$ cat config.mk
export PLATFORM = sky130hd
export DESIGN_NAME = timer_host_port
export DESIGN_NICKNAME = d
export VERILOG_FILES = /design/src/rtl/timer_port_pkg.sv /design/src/rtl/timer_ctl_decode.sv /design/src/rtl/timer_chan_write.sv /design/src/rtl/timer_chan_read.sv /design/src/rtl/timer_host_port.sv
export SDC_FILE = /design/constraint.sdc
export NUM_CORES = 1
export LEC_CHECK = 0
export BUFFER_PORTS_ARGS = -buffer_cell sky130_fd_sc_hd__buf_2
export CORE_ASPECT_RATIO = 0.6
export CORE_MARGIN = 4
export CORE_UTILIZATION = 55
export DETAILED_ROUTE_END_ITERATION = 8
export GPL_TIMING_DRIVEN = 0
export PLACE_DENSITY = 0.78
export SYNTH_ARGS = -nofsm -noshare
export SYNTH_HDL_FRONTEND = slang
export SYNTH_SLANG_ARGS = --single-unit
$ cat constraint.sdc
create_clock -name clk -period 4.2 [get_ports clk]
set_input_delay 0 -clock clk [delete_from_list [all_inputs] [get_ports clk]]
set_output_delay 0 -clock clk [all_outputs]
set_load 0.02 [all_outputs]
$ cat src/rtl/timer_port_pkg.sv
package timer_port_pkg;
    localparam int BYTE_W = 8;
    localparam int CNT_W  = 2 * BYTE_W;
    localparam int MODE_W = 3;

    typedef enum logic [1:0] {
        ACC_LATCH = 2'd0,
        ACC_LO    = 2'd1,
        ACC_HI    = 2'd2,
        ACC_LOHI  = 2'd3
    } access_e;

    typedef enum logic {
        HALF_LO = 1'b0,
        HALF_HI = 1'b1
    } half_e;

    typedef struct packed {
        logic [1:0]        sel;
        access_e           acc;
        logic [MODE_W-1:0] mode;
        logic              bcd;
    } ctrl_word_t;
endpackage

$ cat src/rtl/timer_ctl_decode.sv
module timer_ctl_decode
    import timer_port_pkg::*;
#(
    parameter int NUM_CH = 3
) (
    input  logic              clk,
    input  logic              rst_n,
    input  logic              wr_ctl,
    input  logic [BYTE_W-1:0] wdata,
    output logic [NUM_CH-1:0] prog,
    output logic [NUM_CH-1:0] cnt_lat,
    output logic [NUM_CH-1:0] stat_lat,
    output access_e           cw_acc,
    output logic [MODE_W-1:0] cw_mode,
    output logic              cw_bcd
);
    localparam logic [1:0] SEL_MULTI = 2'd3;

    ctrl_word_t cw;
    logic       multi;

    assign cw      = ctrl_word_t'(wdata);
    assign cw_acc  = cw.acc;
    assign cw_mode = cw.mode;
    assign cw_bcd  = cw.bcd;
    assign multi   = wr_ctl && (cw.sel == SEL_MULTI);

    for (genvar i = 0; i < NUM_CH; i++) begin : g_ch
        logic hit;
        assign hit         = wr_ctl && (cw.sel == 2'(i));
        assign prog[i]     = hit && (cw.acc != ACC_LATCH);
        assign cnt_lat[i]  = (hit && (cw.acc == ACC_LATCH)) ||
                             (multi && !wdata[5] && wdata[i+1]);
        assign stat_lat[i] = multi && !wdata[4] && wdata[i+1];
    end

    assert_single_prog_R1: assert property (@(posedge clk) disable iff (!rst_n)
        $onehot0(prog));
    assert_prog_excl_latch_R4: assert property (@(posedge clk) disable iff (!rst_n)
        (prog & cnt_lat) == '0);
endmodule

$ cat src/rtl/timer_chan_write.sv
module timer_chan_write
    import timer_port_pkg::*;
(
    input  logic              clk,
    input  logic              rst_n,
    input  logic              prog,
    input  access_e           cw_acc,
    input  logic [MODE_W-1:0] cw_mode,
    input  logic              cw_bcd,
    input  logic              wr_hit,
    input  logic [BYTE_W-1:0] wdata,
    output access_e           acc,
    output logic [MODE_W-1:0] mode,
    output logic              bcd,
    output logic [CNT_W-1:0]  init_count,
    output logic              load,
    output logic              prog_pulse
);
    half_e            wr_state, wr_nx;
    logic [CNT_W-1:0] init_nx;
    logic             load_nx;

    always_ff @(posedge clk) begin
        if (!rst_n) begin
            wr_state   <= HALF_LO;
            acc        <= ACC_LO;
            mode       <= '0;
            bcd        <= 1'b0;
            init_count <= '0;
            load       <= 1'b0;
            prog_pulse <= 1'b0;
        end else begin
            wr_state   <= wr_nx;
            init_count <= init_nx;
            load       <= load_nx;
            prog_pulse <= prog;
            if (prog) begin
                acc  <= cw_acc;
                mode <= cw_mode;
                bcd  <= cw_bcd;
            end
        end
    end

    always_comb begin
        wr_nx   = wr_state;
        init_nx = init_count;
        load_nx = 1'b0;
        if (prog) begin
            wr_nx   = HALF_LO;
            init_nx = '0;
        end else if (wr_hit) begin
            unique case (acc)
                ACC_LO: begin
                    init_nx = {{BYTE_W{1'b0}}, wdata};
                    load_nx = 1'b1;
                end
                ACC_HI: begin
                    init_nx = {wdata, {BYTE_W{1'b0}}};
                    load_nx = 1'b1;
                end
                ACC_LOHI: begin
                    unique case (wr_state)
                        HALF_LO: begin
                            init_nx = {{BYTE_W{1'b0}}, wdata};
                            wr_nx   = HALF_HI;
                        end
                        HALF_HI: begin
                            init_nx = {wdata, init_count[BYTE_W-1:0]};
                            wr_nx   = HALF_LO;
                            load_nx = 1'b1;
                        end
                        default: wr_nx = HALF_LO;
                    endcase
                end
                default: load_nx = 1'b0;
            endcase
        end
    end

    assert_no_half_load_R3: assert property (@(posedge clk) disable iff (!rst_n)
        (wr_hit && !prog && acc == ACC_LOHI && wr_state == HALF_LO) |=> !load);
    assert_load_after_write_R2: assert property (@(posedge clk) disable iff (!rst_n)
        load |-> $past(wr_hit));
    assert_prog_clears_count_R11: assert property (@(posedge clk) disable iff (!rst_n)
        prog |=> (init_count == '0) && (wr_state == HALF_LO));
endmodule

$ cat src/rtl/timer_chan_read.sv
module timer_chan_read
    import timer_port_pkg::*;
(
    input  logic              clk,
    input  logic              rst_n,
    input  logic              prog,
    input  logic              cnt_lat,
    input  logic              stat_lat,
    input  logic              rd_hit,
    input  access_e           acc,
    input  logic [MODE_W-1:0] mode,
    input  logic              bcd,
    input  logic [CNT_W-1:0]  live_count,
    input  logic              out_lvl,
    input  logic              null_flag,
    output logic [BYTE_W-1:0] rdata
);
    half_e             rd_state, rd_nx;
    logic [CNT_W-1:0]  lat_val, lat_val_nx;
    logic              lat_lo_p, lat_lo_nx, lat_hi_p, lat_hi_nx;
    logic [BYTE_W-1:0] stat_val, stat_val_nx;
    logic              stat_p, stat_p_nx;
    half_e             live_half;

    always_ff @(posedge clk) begin
        if (!rst_n) begin
            rd_state <= HALF_LO;
            lat_val  <= '0;
            lat_lo_p <= 1'b0;
            lat_hi_p <= 1'b0;
            stat_val <= '0;
            stat_p   <= 1'b0;
        end else begin
            rd_state <= rd_nx;
            lat_val  <= lat_val_nx;
            lat_lo_p <= lat_lo_nx;
            lat_hi_p <= lat_hi_nx;
            stat_val <= stat_val_nx;
            stat_p   <= stat_p_nx;
        end
    end

    always_comb begin
        unique case (acc)
            ACC_HI:   live_half = HALF_HI;
            ACC_LOHI: live_half = rd_state;
            default:  live_half = HALF_LO;
        endcase
        if (stat_p)
            rdata = stat_val;
        else if (lat_lo_p)
            rdata = lat_val[BYTE_W-1:0];
        else if (lat_hi_p)
            rdata = lat_val[CNT_W-1:BYTE_W];
        else if (live_half == HALF_HI)
            rdata = live_count[CNT_W-1:BYTE_W];
        else
            rdata = live_count[BYTE_W-1:0];
    end

    always_comb begin
        rd_nx       = rd_state;
        lat_val_nx  = lat_val;
        lat_lo_nx   = lat_lo_p;
        lat_hi_nx   = lat_hi_p;
        stat_val_nx = stat_val;
        stat_p_nx   = stat_p;
        if (prog) begin
            rd_nx     = HALF_LO;
            lat_lo_nx = 1'b0;
            lat_hi_nx = 1'b0;
            stat_p_nx = 1'b0;
        end else begin
            if (rd_hit) begin
                if (stat_p) begin
                    stat_p_nx = 1'b0;
                end else if (lat_lo_p) begin
                    lat_lo_nx = 1'b0;
                    if (acc == ACC_LOHI) rd_nx = HALF_HI;
                end else if (lat_hi_p) begin
                    lat_hi_nx = 1'b0;
                    if (acc == ACC_LOHI) rd_nx = HALF_LO;
                end else if (acc == ACC_LOHI) begin
                    unique case (rd_state)
                        HALF_LO: rd_nx = HALF_HI;
                        HALF_HI: rd_nx = HALF_LO;
                        default: rd_nx = HALF_LO;
                    endcase
                end
            end
            if (cnt_lat && !lat_lo_p && !lat_hi_p) begin
                lat_val_nx = live_count;
                unique case (acc)
                    ACC_HI: lat_hi_nx = 1'b1;
                    ACC_LOHI: begin
                        lat_lo_nx = 1'b1;
                        lat_hi_nx = 1'b1;
                        rd_nx     = HALF_LO;
                    end
                    default: lat_lo_nx = 1'b1;
                endcase
            end
            if (stat_lat && !stat_p) begin
                stat_val_nx = {out_lvl, null_flag, acc, mode, bcd};
                stat_p_nx   = 1'b1;
            end
        end
    end

    assert_count_latch_hold_R5: assert property (@(posedge clk) disable iff (!rst_n)
        ((lat_lo_p || lat_hi_p) && cnt_lat && !prog) |=> $stable(lat_val));
    assert_status_latch_hold_R7: assert property (@(posedge clk) disable iff (!rst_n)
        (stat_p && stat_lat && !prog) |=> $stable(stat_val));
    assert_prog_discards_R11: assert property (@(posedge clk) disable iff (!rst_n)
        prog |=> (!stat_p && !lat_lo_p && !lat_hi_p));
    assert_status_first_R8: assert property (@(posedge clk) disable iff (!rst_n)
        (rd_hit && stat_p && !prog && !cnt_lat) |=>
            (!stat_p && $stable(lat_lo_p) && $stable(lat_hi_p)));
    assert_latch_restart_R10: assert property (@(posedge clk) disable iff (!rst_n)
        (cnt_lat && !prog && !lat_lo_p && !lat_hi_p && acc == ACC_LOHI) |=>
            (rd_state == HALF_LO && lat_lo_p && lat_hi_p));
endmodule

$ cat src/rtl/timer_host_port.sv
module timer_host_port
    import timer_port_pkg::*;
#(
    parameter int NUM_CH = 3,
    localparam int ADDR_W = $clog2(NUM_CH + 1)
) (
    input  logic                       clk,
    input  logic                       rst_n,
    input  logic [ADDR_W-1:0]          addr,
    input  logic                       wr_en,
    input  logic                       rd_en,
    input  logic [BYTE_W-1:0]          wdata,
    output logic [BYTE_W-1:0]          rdata,
    input  logic [NUM_CH*CNT_W-1:0]    ch_count,
    input  logic [NUM_CH-1:0]          ch_out,
    input  logic [NUM_CH-1:0]          ch_null,
    output logic [NUM_CH-1:0]          ch_prog,
    output logic [NUM_CH-1:0]          ch_load,
    output logic [NUM_CH*CNT_W-1:0]    ch_init_count,
    output logic [NUM_CH*2-1:0]        ch_access,
    output logic [NUM_CH*MODE_W-1:0]   ch_mode,
    output logic [NUM_CH-1:0]          ch_bcd
);
    localparam logic [ADDR_W-1:0] CTL_ADDR = ADDR_W'(NUM_CH);

    logic [NUM_CH-1:0] prog, cnt_lat, stat_lat;
    access_e           cw_acc;
    logic [MODE_W-1:0] cw_mode;
    logic              cw_bcd;
    logic [BYTE_W-1:0] ch_rd [NUM_CH];

    timer_ctl_decode #(.NUM_CH(NUM_CH)) u_dec (
        .clk     (clk),
        .rst_n   (rst_n),
        .wr_ctl  (wr_en && (addr == CTL_ADDR)),
        .wdata   (wdata),
        .prog    (prog),
        .cnt_lat (cnt_lat),
        .stat_lat(stat_lat),
        .cw_acc  (cw_acc),
        .cw_mode (cw_mode),
        .cw_bcd  (cw_bcd)
    );

    for (genvar i = 0; i < NUM_CH; i++) begin : g_ch
        access_e           acc;
        logic [MODE_W-1:0] mode;
        logic              bcd;

        timer_chan_write u_wr (
            .clk       (clk),
            .rst_n     (rst_n),
            .prog      (prog[i]),
            .cw_acc    (cw_acc),
            .cw_mode   (cw_mode),
            .cw_bcd    (cw_bcd),
            .wr_hit    (wr_en && (addr == ADDR_W'(i))),
            .wdata     (wdata),
            .acc       (acc),
            .mode      (mode),
            .bcd       (bcd),
            .init_count(ch_init_count[i*CNT_W +: CNT_W]),
            .load      (ch_load[i]),
            .prog_pulse(ch_prog[i])
        );

        timer_chan_read u_rd (
            .clk       (clk),
            .rst_n     (rst_n),
            .prog      (prog[i]),
            .cnt_lat   (cnt_lat[i]),
            .stat_lat  (stat_lat[i]),
            .rd_hit    (rd_en && (addr == ADDR_W'(i))),
            .acc       (acc),
            .mode      (mode),
            .bcd       (bcd),
            .live_count(ch_count[i*CNT_W +: CNT_W]),
            .out_lvl   (ch_out[i]),
            .null_flag (ch_null[i]),
            .rdata     (ch_rd[i])
        );

        assign ch_access[i*2 +: 2]          = acc;
        assign ch_mode[i*MODE_W +: MODE_W]  = mode;
        assign ch_bcd[i]                    = bcd;
    end

    always_comb begin
        rdata = '0;
        for (int i = 0; i < NUM_CH; i++)
            if (addr == ADDR_W'(i)) rdata = ch_rd[i];
    end

    assert_ctl_read_zero_R12: assert property (@(posedge clk) disable iff (!rst_n)
        (rd_en && addr == CTL_ADDR) |-> (rdata == '0));
endmodule

Word-level counts from Yosys, hierarchy flattened

Index checks and enable logic that the tools add are counted.

Flip-flop bits (word level): 159
Input bits: 68
Output and inout port bits: 80

Eq/ne operators: 18
Mux-type cells: 96
Bitwise operators: 13
Reduce and logical (&&, ||, !) cells: 85

Operators by type and width:

| operator           | number |
|---|---|
| $pmux 16 s3        | 3 |
| $mux 8             | 15 |
| $pmux 16 s2        | 3 |
| $mux 1             | 63 |
| $logic_and 1x1->1  | 34 |
| $pmux 1 s2         | 12 |
| $reduce_and 2->1   | 12 |
| $eq 2x2->1 const B | 10 |
| $reduce_or 2->1    | 9 |
| $not 1->1          | 13 |
| $logic_not 1->1    | 11 |
| $eq 2x1->1 const B | 5 |
| $reduce_and 3->1   | 3 |
| $reduce_bool 3->1  | 3 |
| $reduce_or 3->1    | 3 |
| $reduce_bool 2->1  | 4 |
| $logic_not 2->1    | 3 |
| $ne 2x2->1 const B | 3 |
| $logic_or 1x1->1   | 3 |

Logic depth before layout (Yosys ltp)

Gate-level depths: netlist (run 1).

Depth in word-level cells: 9
Depth in mapped cells: 8
Gate-level depth less buffers: 7

Modules after synthesis

Synthesis (run 1) repeated with hierarchy kept, for this count alone.

Cells, all modules: 909
Area, all modules: 8316.7 um2

By module, submodules not included:

| module           | times used | cells an instance | area an instance (um2) | sequential area each (um2) |
|---|---|---|---|---|
| timer_chan_read  | 3          | 183               | 1555.2                 | 560.5 |
| timer_chan_write | 3          | 101               | 1069.8                 | 500.5 |
| timer_host_port  | 1          | 32                | 275.3                  | 0.0 |
| timer_ctl_decode | 1          | 25                | 166.4                  | 0.0 |

Worst setup path after synthesis (run 1)

Ideal clock, no wire load.

Path type: reg2out
From: register g_ch[0].u_wr.acc[1]
To: output rdata[5]
Arrival: 2.269 ns
Slack: 1.931 ns
Cell stages (with the launch flop): 8
Buffers on the path: 1
Path through: dfxtp_1 -> ha_1 -> ha_1 -> o22a_1 -> buf_2 -> mux2i_1 -> a211o_1 -> a311oi_1

Cells in the longest elaborated chain, start to end: 9
Elaborated cells on any way between the ends: 10
Classes of those cells: eq/ne: 2; mux: 8

Ends and longest elaborated chain:

| element                  | RTL line               | source |
|---|---|---|
| start: declaration       | timer_chan_write.sv:12 | `output access_e acc,` |
| start signal: assignment | timer_chan_write.sv:38 | `acc <= cw_acc;` |
| $eq 2x2->1               | timer_chan_read.sv:44  | `unique case (acc)` |
| $pmux 1 s2 (*)           | timer_chan_read.sv:44  |  |
| $mux 8 (*)               | timer_chan_read.sv:55  | `else if (live_half == HALF_HI)` |
| $mux 8 (*)               | timer_chan_read.sv:53  | `else if (lat_hi_p)` |
| $mux 8 (*)               | timer_chan_read.sv:51  | `else if (lat_lo_p)` |
| $mux 8 (*)               | timer_chan_read.sv:49  | `if (stat_p)` |
| $mux 8 (*) (3 in a row)  | timer_host_port.sv:91  | `if (addr == ADDR_W'(i)) rdata = ch_rd[i];` |
| end: declaration         | timer_host_port.sv:13  | `output logic [BYTE_W-1:0] rdata,` |

Mark *: on every way between the ends. The rest lies on a longest branch, timed or not.

Worst setup path after layout (run 1)

From: register g_ch[1].u_wr.acc[0]
To: output rdata[0]

Cells in the longest elaborated chain, start to end: 8
Elaborated cells on any way between the ends: 9
Classes of those cells: eq/ne: 2; mux: 7

Ends and longest elaborated chain:

| element                  | RTL line |
|---|---|
| start: declaration       | timer_chan_write.sv:12 |
| start signal: assignment | timer_chan_write.sv:38 |
| $eq 2x2->1               | timer_chan_read.sv:44 |
| $pmux 1 s2 (*)           | timer_chan_read.sv:44 |
| $mux 8 (*)               | timer_chan_read.sv:55 |
| $mux 8 (*)               | timer_chan_read.sv:53 |
| $mux 8 (*)               | timer_chan_read.sv:51 |
| $mux 8 (*)               | timer_chan_read.sv:49 |
| $mux 8 (*) (2 in a row)  | timer_host_port.sv:91 |

Marked as above.

==> results of run 1 <==
==> cells in the mapped netlist (6+ instances only) <==
cell type    n
clkbuf_1    26
o21ai_0     19
dfxtp_1    159
mux2_2       9
nand2_1     76
ha_1        19
a21oi_1     32
nor3_1       6
a21boi_0    16
nor2b_1     60
or2_2        8
a22o_1      15
buf_4       13
a2111oi_0   10
nor2_1      69
nand3_1     26
inv_1       22
and2_1      28
mux2i_1    102
buf_2       25
a22oi_1     12
nand3b_1    11
nand2b_1    14
==> what timing repair did <==
action | CTS | global route
endpoints found under the hold margin | 58 | 0
gates resized for setup | 0 | 0
hold buffers | 55 | 0
==> where the power goes <==
part / internal [mW] / total, mW / switching [mW]
combinational: 0.145 / 0.336 / 0.191
clock: 0.838 / 1.54 / 0.703
sequential: 1.52 / 1.53 / 0.0108
total: 2.51 / 3.41 / 0.905
==> area by class of cell <==
cell class	count	share of cell area
multi-input cells	610	0.425
flip-flops and latches	159	0.320
repair buffers	199	0.128
clock buffers	17	0.0428
plain buffers	68	0.0352
well taps	192	0.0242
clock inverters	15	0.0152
inverters	23	0.00869
diodes	1	0.000252
==> cells by family (layout without fill, tap and decap cells) <==
group / count (synthesis) / count (layout) / synth area share
muxes: 111 / 111 / 0.143
buffers and inverters: 91 / 322 / 0.0556
DFF: 159 / 159 / 0.406
adders and majority gates: 19 / 19 / 0.0303
AOI/OAI and AO/OA: 163 / 163 / 0.155
xor gates and xnor gates: 3 / 3 / 0.00335
and+or+nand+nor: 314 / 314 / 0.207
other: 0 / 1 / 0
==> through the flow <==
step,utilization,instances,power (mW),instance area [um2],hold slack [ns]
CTS,0.721,1283,3.41,9940,0.0185
global route,0.721,1283,3.50,9940,0.0445
detailed placement,0.639,1196,1.85,8810,0.270
floorplan,-,860,1.73,7850,0.147
global placement,0.639,1196,1.85,8810,0.266
finish,0.721,1284,3.41,9940,0.0391
==> sequential cells by signal, summed over array words and instances, names as in the netlist, 6 cells and up <==
| name | count |
|---|---|
| g_ch.u_rd.stat_val | 24 |
| g_ch.u_wr.init_count | 48 |
| g_ch.u_rd.lat_val | 48 |
| g_ch.u_wr.mode | 9 |
| g_ch.u_wr.acc | 6 |
==> worst max-delay path, stage by stage (launching register included) <==
cell and delay (ns):
dfxtp_1 0.44, inv_1 0.13, ha_1 0.30, a21oi_4 0.34
mux2i_1 0.15, a2111oi_0 1.10, o311a_1 0.32, buf_2 0.17
==> routing by layer <==
layer	wire, um	up-vias	share of wire	track usage
li1	-	3443	-	-
met1	11100	3434	0.46	0.428
met2	10400	348	0.43	0.432
met3	2190	50	0.091	0.0703
met4	422	2	0.018	0.0851
met5	10	-	0.00042	0
==> layout by cell type, fill, tap and decap left out, types with 22 or more instances in the layout <==
cell type      synthesis  final
mux2i_1              102    102
inv_1                 22     22
a21oi_1               32     32
nor2_1                69     69
nand2_1               76     76
nor2b_1               60     60
buf_2                 25    169
nand3_1               26     26
and2_1                28     28
dfxtp_1              159    159
dlygate4sd3_1          0     55
clkbuf_1              26     26
==> final timing paths <==
| check | endpoint | slack (ns) | cells after the start |
|---|---|---|---|
| min reg2reg | g_ch[1].u_wr.init_count[14] | 0.45 | 2 |
| max | rdata[0] | 0.82 | 7 |
| max reg2reg | g_ch[0].u_wr.init_count[0] | 2.02 | 7 |
| min | g_ch[1].u_wr.wr_state | 0.04 | 4 |
==> impl_metrics.tcl, run 1 <==
set metrics [dict create \
    yosysWarnings 0 \
    clockBufferDepth 2 \
    hp-class "input port to flip-flop" \
    grt_max_degree 17 \
    ant_nets 0 \
    cp.required_ns 4.20 \
    syn_nets 947 \
    synthFlopType "dfxtp_1" \
    drc 0 \
    drt_iter0_markers 628 \
    cts-root-buf "clkbuf_16" \
    dpl.hpwl_um 16900 \
    multiInputGateArea_um2 4230 \
    core-area_um2 13800 \
    routedWlPerCell_um 18.8 \
    cp_max_fo 8 \
    synthCells 860 \
    clk_pin_slew_ns 0.07 \
    async_reset_ff_frac 0 \
    num_io_pins 148 \
    grt_pass1_vias 6969 \
    drt_first_pass_iters 5 \
    rows 33 \
    antenna_found_initial 2 \
    seq_area_frac_synth 0.406 \
    die_x_um 162 \
    max_clock_freq_mhz 296 \
    pre_cts_ws_ns 1.38 \
    wirelength_um 24100 \
    rsz0062_at_grt "false" \
    final-seq-area_um2 3180 \
    gp_congestion 0.933 \
    avgSynthCellArea_um2 9.13 \
    start_kind "flip-flop" \
    io_buffers 144 \
    hp-start "wr_en" \
    period_share 0.804 \
    clock_latency_ns 0.43 \
    drive_gt1_frac 0.220 \
    ys_types 63 \
    nNetsFinal 1165 \
    ys_ff_latch 159 \
    cts_buffers 17 \
    areaGrowthSynthToFinish_pct 26.6 \
    cts.sinks 159 \
    final_period_minus_worst_setup_slack_ns 3.38 \
    leakage_nw 4.12 \
    setup_tns_ns 0 \
    synth_area_leaders "dfxtp_1 (41%), mux2i_1 (13%), nor2b_1 (4.8%), nand2_1 (3.6%), nor2_1 (3.3%)" \
    vias 7277 \
    post_cts_buffers 0 \
    grt_pass1_wl_um 37500 \
    yosys.area.top_type "dfxtp_1" \
    grt_util_all_layers 0.293 \
    die_y_um 101 \
    htreeDepth 4 \
    worst_pin_slew_ns 1.26 \
    ir_worst_vdd_uv 197 \
    hold_viol_final 0 \
    fp.dieArea_um2 16300 \
    crit_type "flip-flop to output pin" \
    outcome "complete, no violations" \
    cp-startpoint "g_ch[1].u_wr.acc[0]" \
    setup_viol 0 \
    slew_violations 0 \
    arrival_ns 3.38 \
    syn_area_um2 7850 \
    fillCellCount 1091 \
    avgViaCountPerCell 5.67 \
    synthDominantCellAreaShare 0.406 \
    fin_ws_ns 0.822 \
    grt_overflow_total 0 \
    synth_edf_count 0 \
    cap_violations 0 \
    maxSlewHeadroom 0.141 \
    cts_tree "yes" \
    fin_skew_ns 0.00633 \
    initial_core_util 0.569 \
    endpoint_kind "output pin" \
    timing.rr.start "g_ch[0].u_wr.acc[1]" \
    p_per_area_nw_per_um2 343 \
]
No activity file was read; power rests on OpenSTA's default activity.
==> run 2: changes to the inputs <==
--- a/config.mk
+++ b/config.mk
@@ -8,10 +8,10 @@
 export BUFFER_PORTS_ARGS = -buffer_cell sky130_fd_sc_hd__buf_2
 export CORE_ASPECT_RATIO = 0.6
 export CORE_MARGIN = 4
-export CORE_UTILIZATION = 55
+export CORE_UTILIZATION = 50
 export DETAILED_ROUTE_END_ITERATION = 8
 export GPL_TIMING_DRIVEN = 0
-export PLACE_DENSITY = 0.78
+export PLACE_DENSITY = 0.75
 export SYNTH_ARGS = -nofsm -noshare
 export SYNTH_HDL_FRONTEND = slang
 export SYNTH_SLANG_ARGS = --single-unit
==> constraint.sdc (replaced) <==
create_clock -name clk -period 3 [get_ports clk]
set_input_delay 0 -clock clk [delete_from_list [all_inputs] [get_ports clk]]
set_output_delay 0 -clock clk [all_outputs]
set_load 0.02 [all_outputs]
==> impl_metrics.tcl, run 2 (synthesis results as in run 1) <==
set metrics [dict create \
    place_inst 1207 \
    fillCellCount 1266 \
    cts.sinks 159 \
    crit_type "flip-flop to output pin" \
    diodes 0 \
    clock_latency_ns 0.43 \
    grt_max_degree 17 \
    clk_pin_slew_ns 0.06 \
    fin_skew_ns 0.0126 \
    final_period_minus_worst_setup_slack_ns 2.89 \
    clockBufferDepth 2 \
    vias 7223 \
    period_share 0.962 \
    setup_tns_ns 0 \
    dpl_cell_area_um2 8820 \
    nNetsFinal 1165 \
    pre_cts_ws_ns 0.194 \
    wirelength_um 24500 \
    outcome "complete, no violations" \
    p_total_mw 4.74 \
    design_area_um2 9980 \
    dpl.hpwl_um 17100 \
    drc 0 \
    routedWlPerCell_um 18.9 \
    leakage_nw 4.11 \
    arrival_ns 2.89 \
    final_cell_mix "buf_2 (169), dfxtp_1 (159), mux2i_1 (102)" \
    post-route-util 0.649 \
    endpoint_kind "output pin" \
    fin_ws_ns 0.113 \
    num_io_pins 148 \
    cts_buffers 17 \
    initial_core_util 0.511 \
    worst_pin_slew_ns 0.763 \
    multiInputGateArea_um2 4290 \
    io_buffers 144 \
    areaGrowthSynthToFinish_pct 27.1 \
    cp_max_fo 8 \
    gp_congestion 0.916 \
    grt_util_all_layers 0.268 \
    rsz0062_at_grt "false" \
    drive_gt1_frac 0.222 \
    drt_first_pass_iters 6 \
    final_common_cell "buf_2" \
    hold_ws_ns 0.0541 \
    hp-class "input port to flip-flop" \
    rows 35 \
    die_x_um 170 \
    setup_viol 0 \
    htreeDepth 4 \
    slew_violations 0 \
    fp.dieArea_um2 17800 \
    grt_overflow_total 0 \
    antenna_found_initial 0 \
    ir_worst_vdd_uv 361 \
    cts-root-buf "clkbuf_16" \
    drt_iter0_markers 579 \
    final_cells 1291 \
    max_clock_freq_mhz 346 \
    grt_pass1_vias 6915 \
    final-seq-area_um2 3180 \
    maxSlewHeadroom 0.491 \
    reg_top3 "g_ch.u_rd.lat_val x48, g_ch.u_wr.init_count x48, g_ch.u_rd.stat_val x24" \
    ant_nets 0 \
    avgViaCountPerCell 5.59 \
    start_kind "flip-flop" \
    cts_tree "yes" \
    p_per_area_nw_per_um2 475 \
    hold_viol_final 0 \
    core-area_um2 15400 \
    cp.required_ns 3.00 \
    grt_pass1_wl_um 38100 \
    die_y_um 105 \
    cap_violations 0 \
]
-- run 2: changes by cell type in the layout (fill, tap and decap cells not counted), moves of 2 or more --
cell | before | now
a2111oi_2 | 0 | 3
inv_8 | 4 | 0
a2111oi_0 | 10 | 2
clkinv_2 | 2 | 4
a2111oi_1 | 0 | 4
inv_6 | 4 | 1
-- run 2: layout make-up --
class                   count  area share
plain buffers              68      0.0351
multi-input cells         610       0.429
clock inverters            11      0.0120
clock buffers              18      0.0430
well taps                 203      0.0255
inverters                  23     0.00865
repair buffers            199       0.127
flip-flops and latches    159       0.319
-- run 2: timing repair --
item | CTS | global route
hold endpoints to repair | 57 | 0
endpoints found under the setup margin | 4 | 6
setup buffers | 0 | 0
hold buffers | 55 | 0
gates resized for setup | 5 | 10
-- run 2: power by group --
group / total, mW / leakage (nW) / switching (mW) / internal, mW
Clock: 2.11 / 0.264 / 0.902 / 1.21
Combinational: 0.479 / 2.57 / 0.273 / 0.206
Sequential: 2.15 / 1.28 / 0.0163 / 2.13
Total: 4.74 / 4.11 / 1.19 / 3.55
-- run 2: final timing paths --
| check | to | start | depth (start not counted) | slack (ns) |
|---|---|---|---|---|
| setup / recovery | rdata[5] | g_ch[0].u_wr.acc[1] | 8 | 0.11 |
| hold / removal | g_ch[1].u_wr.wr_state | wr_en | 4 | 0.05 |
| setup reg to reg | g_ch[0].u_wr.init_count[4] | g_ch[0].u_wr.acc[1] | 7 | 0.81 |
| hold reg to reg | g_ch[1].u_wr.init_count[8] | g_ch[1].u_wr.init_count[8] | 2 | 0.45 |
-- run 2: worst max-delay path, stage by stage, from the launching register on --
cell,delay (ns)
dfxtp_1,0.51
ha_1,0.27
ha_1,0.19
o22a_1,0.16
buf_2,0.25
mux2i_1,0.12
a211o_1,0.32
a311oi_1,0.41
buf_2,0.25
-- run 2: layer usage --
layer,vias to the layer above,track usage,share of wire
li1,3426,-,-
met2,347,0.384,0.42
met4,0,0.0569,0.014
met5,-,0,0
met1,3416,0.403,0.47
met3,34,0.0707,0.093
==> run 3: changes to the inputs <==
--- a/config.mk
+++ b/config.mk
@@ -12,6 +12,7 @@
 export DETAILED_ROUTE_END_ITERATION = 8
 export GPL_TIMING_DRIVEN = 0
 export PLACE_DENSITY = 0.75
+export RECOVER_POWER = 50
 export SYNTH_ARGS = -nofsm -noshare
 export SYNTH_HDL_FRONTEND = slang
 export SYNTH_SLANG_ARGS = --single-unit
==> impl_metrics.tcl, run 3 (synthesis results as in run 1) <==
set metrics [dict create \
    die_y_um 105 \
    drive_gt1_frac 0.150 \
    ff2ff_path_depth 7 \
    grt_overflow_total 0 \
    endpoint_kind "output pin" \
    diodes 0 \
    reg_top3 "g_ch.u_rd.lat_val x48, g_ch.u_wr.init_count x48, g_ch.u_rd.stat_val x24" \
    io_buffers 144 \
    dpl_cell_area_um2 8820 \
    leakage_nw 3.79 \
    maxSlewHeadroom 0.484 \
    drc 0 \
    dpl.hpwl_um 17100 \
    areaGrowthSynthToFinish_pct 25.9 \
    outcome "complete, no violations" \
    avgViaCountPerCell 5.60 \
    cp_max_fo 8 \
    r2r_setup_slack_ns 0.84 \
    initial_core_util 0.511 \
    start_kind "flip-flop" \
    hp-class "input port to flip-flop" \
    reg2reg_to "g_ch[0].u_wr.init_count[4]" \
    fin_ws_ns 0.0946 \
    cp.required_ns 3.00 \
    crit_type "flip-flop to output pin" \
    grt_pass1_vias 6915 \
    cap_violations 0 \
    ir_worst_vdd_uv 362 \
    final_cell_mix "dfxtp_1 (159), clkbuf_1 (105), mux2i_1 (102)" \
    setup_tns_ns 0 \
    grt_max_degree 17 \
    timing.rr.start "g_ch[0].u_wr.acc[1]" \
    hold_ws_ns 0.0467 \
    post-route-util 0.643 \
    drt_iter0_markers 583 \
    cts.sinks 159 \
    ant_nets 0 \
    hold_viol_final 0 \
    setup_viol 0 \
    routedWlPerCell_um 18.9 \
    period_share 0.968 \
    drt_first_pass_iters 8 \
    final_common_cell "dfxtp_1" \
    fin_skew_ns 0.0119 \
    num_io_pins 148 \
    die_x_um 170 \
    vias 7226 \
    post_cts_buffers 0 \
    max_clock_freq_mhz 344 \
    holdPathStages 3 \
    arrival_ns 2.91 \
    grt_util_all_layers 0.268 \
    clock_latency_ns 0.43 \
    antenna_found_initial 0 \
    core-area_um2 15400 \
    rsz0062_at_grt "false" \
    cts_tree "yes" \
    htreeDepth 4 \
    p_per_area_nw_per_um2 479 \
    fp.dieArea_um2 17800 \
    wirelength_um 24400 \
    fillCellCount 1301 \
    hp-start "rst_n" \
    cts-root-buf "clkbuf_16" \
    cts_buffers 17 \
    gp_congestion 0.916 \
    clk_pin_slew_ns 0.06 \
    worst_pin_slew_ns 0.774 \
    rows 35 \
    nNetsFinal 1165 \
    design_area_um2 9880 \
    final_period_minus_worst_setup_slack_ns 2.91 \
    clockBufferDepth 2 \
    hold_end "g_ch[0].u_wr.prog_pulse" \
    slew_violations 0 \
    pre_cts_ws_ns 0.194 \
    grt_pass1_wl_um 38100 \
]
[run 3: changes by cell type in the layout (fill, tap and decap cells not counted), sizes merged]
cell    change
buf        -78
clkbuf     +78
[run 3: per-stage QoR]
step	total power, mW	std cells
CTS	4.72	1291
finish	4.73	1291
global route	4.85	1291
floorplan	2.43	860
detailed placement	2.60	1207
global placement	2.59	1207
[run 3: where the power goes]
group | internal (mW) | switching, mW | total [mW]
clock | 1.21 | 0.902 | 2.11
sequential | 2.13 | 0.0166 | 2.15
combinational | 0.201 | 0.272 | 0.473
[run 3: worst max-delay path, stage by stage (launching register included)]
cell and delay (ns):
dfxtp_1 0.44, inv_1 0.12, ha_1 0.32, a21oi_4 0.33, mux2i_1 0.16, a2111oi_2 0.66, o311a_1 0.28, buf_2 0.17
[run 3: worst max-delay path by stage]
stage | start | endpoint | cells after the start
3_5_place_dp | g_ch[1].u_wr.acc[0] | rdata[0] | 7
2_1_floorplan | g_ch[0].u_wr.acc[1] | rdata[5] | 7
4_1_cts | g_ch[1].u_wr.acc[0] | rdata[1] | 7
3_3_place_gp | g_ch[1].u_wr.acc[1] | rdata[0] | 7
6_report | g_ch[1].u_wr.acc[0] | rdata[0] | 7
5_1_grt | g_ch[0].u_wr.acc[1] | rdata[3] | 8
[run 3: cell type report]
| class | count | area, um2 | area share |
|---|---|---|---|
| Buffer | 68 | 340 | 0.0344 |
| Clock buffer | 18 | 429 | 0.0434 |
| Clock inverter | 11 | 120 | 0.0122 |
| Inverter | 23 | 86.3 | 0.00874 |
| Multi-Input combinational cell | 610 | 4290 | 0.434 |
| Sequential cell | 159 | 3180 | 0.322 |
| Tap cell | 203 | 254 | 0.0257 |
| Timing Repair Buffer | 199 | 1180 | 0.120 |
[run 3: routing by layer]
metal  track usage  vias to the layer above  part of all wire
li1              -                     3435                 -
met1         0.403                     3437              0.48
met2         0.384                      323              0.42
met3        0.0707                       31             0.092
met4        0.0569                        0             0.013
met5             0                        -                 0
[run 3: timing repair]
action                                  CTS  global route
resized for setup                         5            10
endpoints found under the hold margin    57             0
hold buffers                             55             0
endpoints found under the setup margin    4             6
